## src/rtl/pwm8_pkg.sv

```systemverilog
// Package: pwm8_pkg
// Shared constants and helpers for the compare-match PWM generator.
// Assumes: widths are passed per instance; only defaults live here.
package pwm8_pkg;

    // Default counter width; one period spans 2**PWM_CNT_W_DEF ticks.
    localparam int PWM_CNT_W_DEF = 8;

    // Source level for a counter value against a compare value (inclusive match).
    function automatic logic src_level(input logic [31:0] cnt, input logic [31:0] cmp);
        return (cnt <= cmp);
    endfunction

endpackage

```

## src/rtl/pwm8_counter.sv

```systemverilog
// Module: pwm8_counter
// Free-running binary up-counter that steps once per count tick while the
// run flag is set and wraps from all-ones to zero.
// Assumes: cnt_tick is a single-clock strobe; run_en low parks the count at 0.
module pwm8_counter #(
    parameter int W = 8
) (
    input  logic         clk,
    input  logic         rst_n,
    input  logic         run_en,
    input  logic         cnt_tick,
    output logic [W-1:0] cnt_q,
    output logic         step,
    output logic         wrap
);
    localparam logic [W-1:0] CNT_TOP = {W{1'b1}};

    // Qualified count step and the step that wraps the counter.
    always_comb begin
        step = run_en && cnt_tick;
        wrap = step && (cnt_q == CNT_TOP);
    end

    // Counter register: cleared on reset or stop, stepped on qualified ticks.
    always_ff @(posedge clk) begin
        if (!rst_n) begin
            cnt_q <= '0;
        end else if (!run_en) begin
            cnt_q <= '0;
        end else if (step) begin
            cnt_q <= cnt_q + 1'b1;
        end
    end

endmodule

```

## src/rtl/pwm8_cmp_reg.sv

```systemverilog
// Module: pwm8_cmp_reg
// Double-buffered compare register. Writes land in a buffer; the active
// value is refreshed from the buffer at the counter wrap, or on every clock
// while the timer is stopped. A write in the wrap clock is taken directly.
// Assumes: wrap is asserted only in the clock that steps the counter to 0.
module pwm8_cmp_reg #(
    parameter int W = 8
) (
    input  logic         clk,
    input  logic         rst_n,
    input  logic         run_en,
    input  logic         wrap,
    input  logic         cmp_wr,
    input  logic [W-1:0] cmp_wdata,
    output logic [W-1:0] cmp_act
);
    logic [W-1:0] cmp_buf;
    logic [W-1:0] buf_next;
    logic         load_act;

    // Next buffer content and the moment it may reach the active register.
    always_comb begin
        buf_next = cmp_wr ? cmp_wdata : cmp_buf;
        load_act = wrap || !run_en;
    end

    // Buffer register: captures every write.
    always_ff @(posedge clk) begin
        if (!rst_n) begin
            cmp_buf <= '0;
        end else begin
            cmp_buf <= buf_next;
        end
    end

    // Active register: updated only at a period boundary or while stopped.
    always_ff @(posedge clk) begin
        if (!rst_n) begin
            cmp_act <= '0;
        end else if (load_act) begin
            cmp_act <= buf_next;
        end
    end

endmodule

```

## src/rtl/pwm8_wave.sv

```systemverilog
// Module: pwm8_wave
// Forms the source level from counter and compare, then registers it once
// per count tick to drive the pin; also registers the overflow flag.
// Assumes: step and wrap come from pwm8_counter in the same clock.
module pwm8_wave #(
    parameter int W = 8
) (
    input  logic         clk,
    input  logic         rst_n,
    input  logic         run_en,
    input  logic         step,
    input  logic         wrap,
    input  logic [W-1:0] cnt_q,
    input  logic [W-1:0] cmp_act,
    output logic         pwm_out,
    output logic         ovf_pulse
);
    import pwm8_pkg::*;

    logic src_lvl;
    logic dly_q;
    logic ovf_q;

    // Source level: high from zero through the compare value inclusive.
    always_comb begin
        src_lvl = src_level(32'(cnt_q), 32'(cmp_act));
    end

    // One-tick delay of the source level and the overflow flag.
    always_ff @(posedge clk) begin
        if (!rst_n) begin
            dly_q <= 1'b0;
            ovf_q <= 1'b0;
        end else if (!run_en) begin
            dly_q <= 1'b0;
            ovf_q <= 1'b0;
        end else if (step) begin
            dly_q <= src_lvl;
            ovf_q <= wrap;
        end
    end

    // Drive the outputs straight from registers.
    always_comb begin
        pwm_out   = dly_q;
        ovf_pulse = ovf_q;
    end

endmodule

```

## src/rtl/pwm8_gen.sv

```systemverilog
// Module: pwm8_gen
// Top of the compare-match PWM generator: counter, buffered compare
// register and output shaping. Period is 2**CNT_W count ticks; high time is
// compare+1 ticks; the pin lags the internal source by one count tick.
// Assumes: synchronous active-low reset; cnt_tick is a one-clock strobe.
module pwm8_gen #(
    parameter int CNT_W = pwm8_pkg::PWM_CNT_W_DEF
) (
    input  logic             clk,
    input  logic             rst_n,
    input  logic             run_en,
    input  logic             cnt_tick,
    input  logic             cmp_wr,
    input  logic [CNT_W-1:0] cmp_wdata,
    output logic             pwm_out,
    output logic             ovf_pulse
);
    logic [CNT_W-1:0] cnt_q;
    logic [CNT_W-1:0] cmp_act;
    logic             step;
    logic             wrap;

    pwm8_counter #(.W(CNT_W)) u_cnt (
        .clk      (clk),
        .rst_n    (rst_n),
        .run_en   (run_en),
        .cnt_tick (cnt_tick),
        .cnt_q    (cnt_q),
        .step     (step),
        .wrap     (wrap)
    );

    pwm8_cmp_reg #(.W(CNT_W)) u_cmp (
        .clk       (clk),
        .rst_n     (rst_n),
        .run_en    (run_en),
        .wrap      (wrap),
        .cmp_wr    (cmp_wr),
        .cmp_wdata (cmp_wdata),
        .cmp_act   (cmp_act)
    );

    pwm8_wave #(.W(CNT_W)) u_wave (
        .clk       (clk),
        .rst_n     (rst_n),
        .run_en    (run_en),
        .step      (step),
        .wrap      (wrap),
        .cnt_q     (cnt_q),
        .cmp_act   (cmp_act),
        .pwm_out   (pwm_out),
        .ovf_pulse (ovf_pulse)
    );

endmodule

```

## config.mk

```make
export PLATFORM = sky130hd
export DESIGN_NAME = pwm8_gen
export DESIGN_NICKNAME = d
export VERILOG_FILES = /design/src/rtl/pwm8_pkg.sv /design/src/rtl/pwm8_counter.sv /design/src/rtl/pwm8_cmp_reg.sv /design/src/rtl/pwm8_wave.sv /design/src/rtl/pwm8_gen.sv
export SDC_FILE = /design/constraint.sdc
export NUM_CORES = 1
export LEC_CHECK = 0
export BUFFER_PORTS_ARGS = -buffer_cell sky130_fd_sc_hd__buf_4
export CAP_MARGIN = 20
export CELL_PAD_IN_SITES_DETAIL_PLACEMENT = 0
export CELL_PAD_IN_SITES_GLOBAL_PLACEMENT = 2
export CORE_ASPECT_RATIO = 1.1
export CORE_MARGIN = 8
export CORE_UTILIZATION = 25
export DETAILED_ROUTE_END_ITERATION = 7
export GPL_TIMING_DRIVEN = 0
export PLACE_DENSITY = 0.57
export SLEW_MARGIN = 20
export SYNTH_ARGS = -nofsm -noshare
export SYNTH_HDL_FRONTEND = slang
export SYNTH_SLANG_ARGS = --single-unit
```

## constraint.sdc

```tcl
create_clock -name clk -period 2.8 [get_ports clk]
set_input_delay 0 -clock clk [delete_from_list [all_inputs] [get_ports clk]]
set_output_delay 0 -clock clk [all_outputs]
set_load 0.05 [all_outputs]
```

==> flow_summary.toml <==
[cells_and_area]
fin_cells = 201
drive_gt1_share_pct = 16.8
antenna_cells = 0
fin_util_pct = 29.8
fin_area_um2 = 1480
area_delta_synth_final_pct = 15.9
nets = 166

[cts]
clk_pin_slew_ns = 0.09
cts_tree = "yes"
holdBufCountCts = 0
numCtsBuffers = 3
clock_latency_ns = 0.26
post-cts-setup-buffer-count = 0
cts_resized = 0
htreeDepth = 1
clk_path_buf_depth = 2
clock_sinks = 26
root_buffer = "clkbuf_8"

[setup_path]
crit_required_ns = 2.96
arrival_ns = 1.83
critPathKind = "flop to flop"
worstSetupStartpointType = "flop"
crit_fanout = 10
cp-end-kind = "flop"

[place]
io_buffer_count = 10
place_area_um2 = 1430
dp.cells = 197
dp_slack_ns = 1.14
place_congestion = 0.732
dp.final_hpwl_um = 1970

[grt]
antenna_found_initial = 0
grt_pass1_vias = 924
overflow = 0
grt_max_degree = 15
grt_pass1_wl_um = 4340
grt_usage_pct = 6.90

[floorplanning]
io_pins = 15
die_y_um = 91.0
die_x_um = 84.2
core_area_um2 = 4970
start_util_pct = 25.7
std_cell_rows = 27
design.die.area_um2 = 7660

[sta]
setup_slack_ns = 1.13
setup_viol_count_final = 0
timing.final.crit_share_pct = 59.7
slew_violations = 0
period_needed_ns = 1.67
slew-limit-headroom_pct = 73.7
fmax_ghz = 0.598
hold_viol = 0
hold_ws_ns = 0.0114
tightest_slew_ns = 0.394
finalClockSkew_ns = 0.00555
tns_ns = 0
grt_setup_unrepaired = "no"

[synth]
synthTopCellsByCount = "26 x dfxtp_1, 13 x nand2_1, 10 x inv_1, 10 x nor2_1"
dominantRegCellSynth = "dfxtp_1"
async_reset_ff_share_pct = 0
yosys.area.top_type = "dfxtp_1"
synth_top_area_share_pct = 40.7
avgSynthCellArea_um2 = 9.90
syn_nets = 151
synthesis.area_um2 = 1280
synth_edf_count = 0
synth_seq_area_share_pct = 40.7
yosys_warnings = 0
yosysUniqueCellTypes = 26
syn_inst = 129
yosysMostFrequentCell = "dfxtp_1"
synth_area_leaders = "dfxtp_1 41%, ha_1 8.8%, mux2i_1 7.1%"
synth_seq_cells = 26

[drt]
dr.pass1.iters = 4
drtIter0Drc = 27
drt_drc_violations_left = 0
vias = 887
routedWlPerCell_um = 12.3
ant_nets = 0
vias_per_cell = 4.41
wirelength_um = 2480

[power_and_ir_drop]
vdd_drop_max_mv = 0.152
p_leak_nw = 0.680
finalPower_uw = 718
powerDensity_nw_per_um2 = 485

[worst_hold_path]
holdCritPathClass = "input pin to flop"

[status]
status = "finished, final reports clean"

[flow_run]
drv_cap = 0
==> logic make-up (layout without fill, tap and decap cells) <==
| group | Yosys count | after routing | synth area share (%) |
|---|---|---|---|
| adders and majority gates | 9 | 9 | 8.82 |
| AOI/OAI and AO/OA | 18 | 18 | 12.6 |
| buffers and inverters | 16 | 30 | 7.64 |
| DFF | 26 | 26 | 40.7 |
| xor gates and xnor gates | 6 | 6 | 4.11 |
| muxes | 9 | 9 | 7.05 |
| and+or+nand+nor | 45 | 45 | 19.0 |
==> worst max-delay path, cell delays in order, from the launching register on <==
cell,delay [ns]
dfxtp_1,0.40
ha_1,0.25
nand4_4,0.13
o31ai_4,0.41
buf_6,0.20
nand2_1,0.05
o211a_1,0.12
==> routing by layer <==
layer	GRT usage [%]	share of wire [%]
met1	8.32	50
met2	11.3	45
met3	1.97	4.6
met4	2.59	0.81
met5	0	0
==> registers in the layout (all words and copies together), names as in the netlist <==
signal            count
u_cmp.cmp_act         8
u_cnt.cnt_q           8
u_wave.pwm_out        1
u_wave.ovf_pulse      1
u_cmp.cmp_buf         8
==> report_power, final <==
group | internal, mW | switching, mW | total, mW
Combinational | 0.0438 | 0.0446 | 0.0884
Sequential | 0.386 | 0.00706 | 0.393
Clock | 0.125 | 0.111 | 0.236
Total | 0.555 | 0.163 | 0.718
==> layout by cell type, fill, tap and decap left out, drive strengths merged <==
cell and count:
o211a 8, and4 1, or3 1, mux2i 9
nor3 3, a211o 1, nand2 13, ha 9
nor2 10, o21ai 1, a311oi 1, xnor2 3
a211oi 1, dfxtp 26, nand3 2, o211ai 2
a21oi 3, xor2 3, nand4 6, buf 16
o31ai 1, clkbuf 4, inv 10, nor2b 9
==> path summary, 6_finish.rpt <==
kind / from / endpoint / slack [ns] / cells after the start
worst max-delay path: u_cnt.cnt_q[0] / u_cmp.cmp_act[3] / 1.13 / 6
worst min-delay path: rst_n / u_cmp.cmp_buf[6] / 0.01 / 2
worst max register to register: u_cnt.cnt_q[0] / u_cmp.cmp_act[3] / 1.13 / 6
worst min register to register: u_wave.ovf_pulse / u_wave.ovf_pulse / 0.50 / 2
==> layout make-up <==
class / instances / area [µm²]
fillers: 525 / 3490
plain buffers: 6 / 60.1
inverters: 10 / 37.5
well taps: 58 / 72.6
repair buffers: 10 / 75.1
clock buffers: 4 / 55.1
multi-input cells: 87 / 659
flip-flops and latches: 26 / 520
Note: power is estimated with default switching activity, not from simulation.
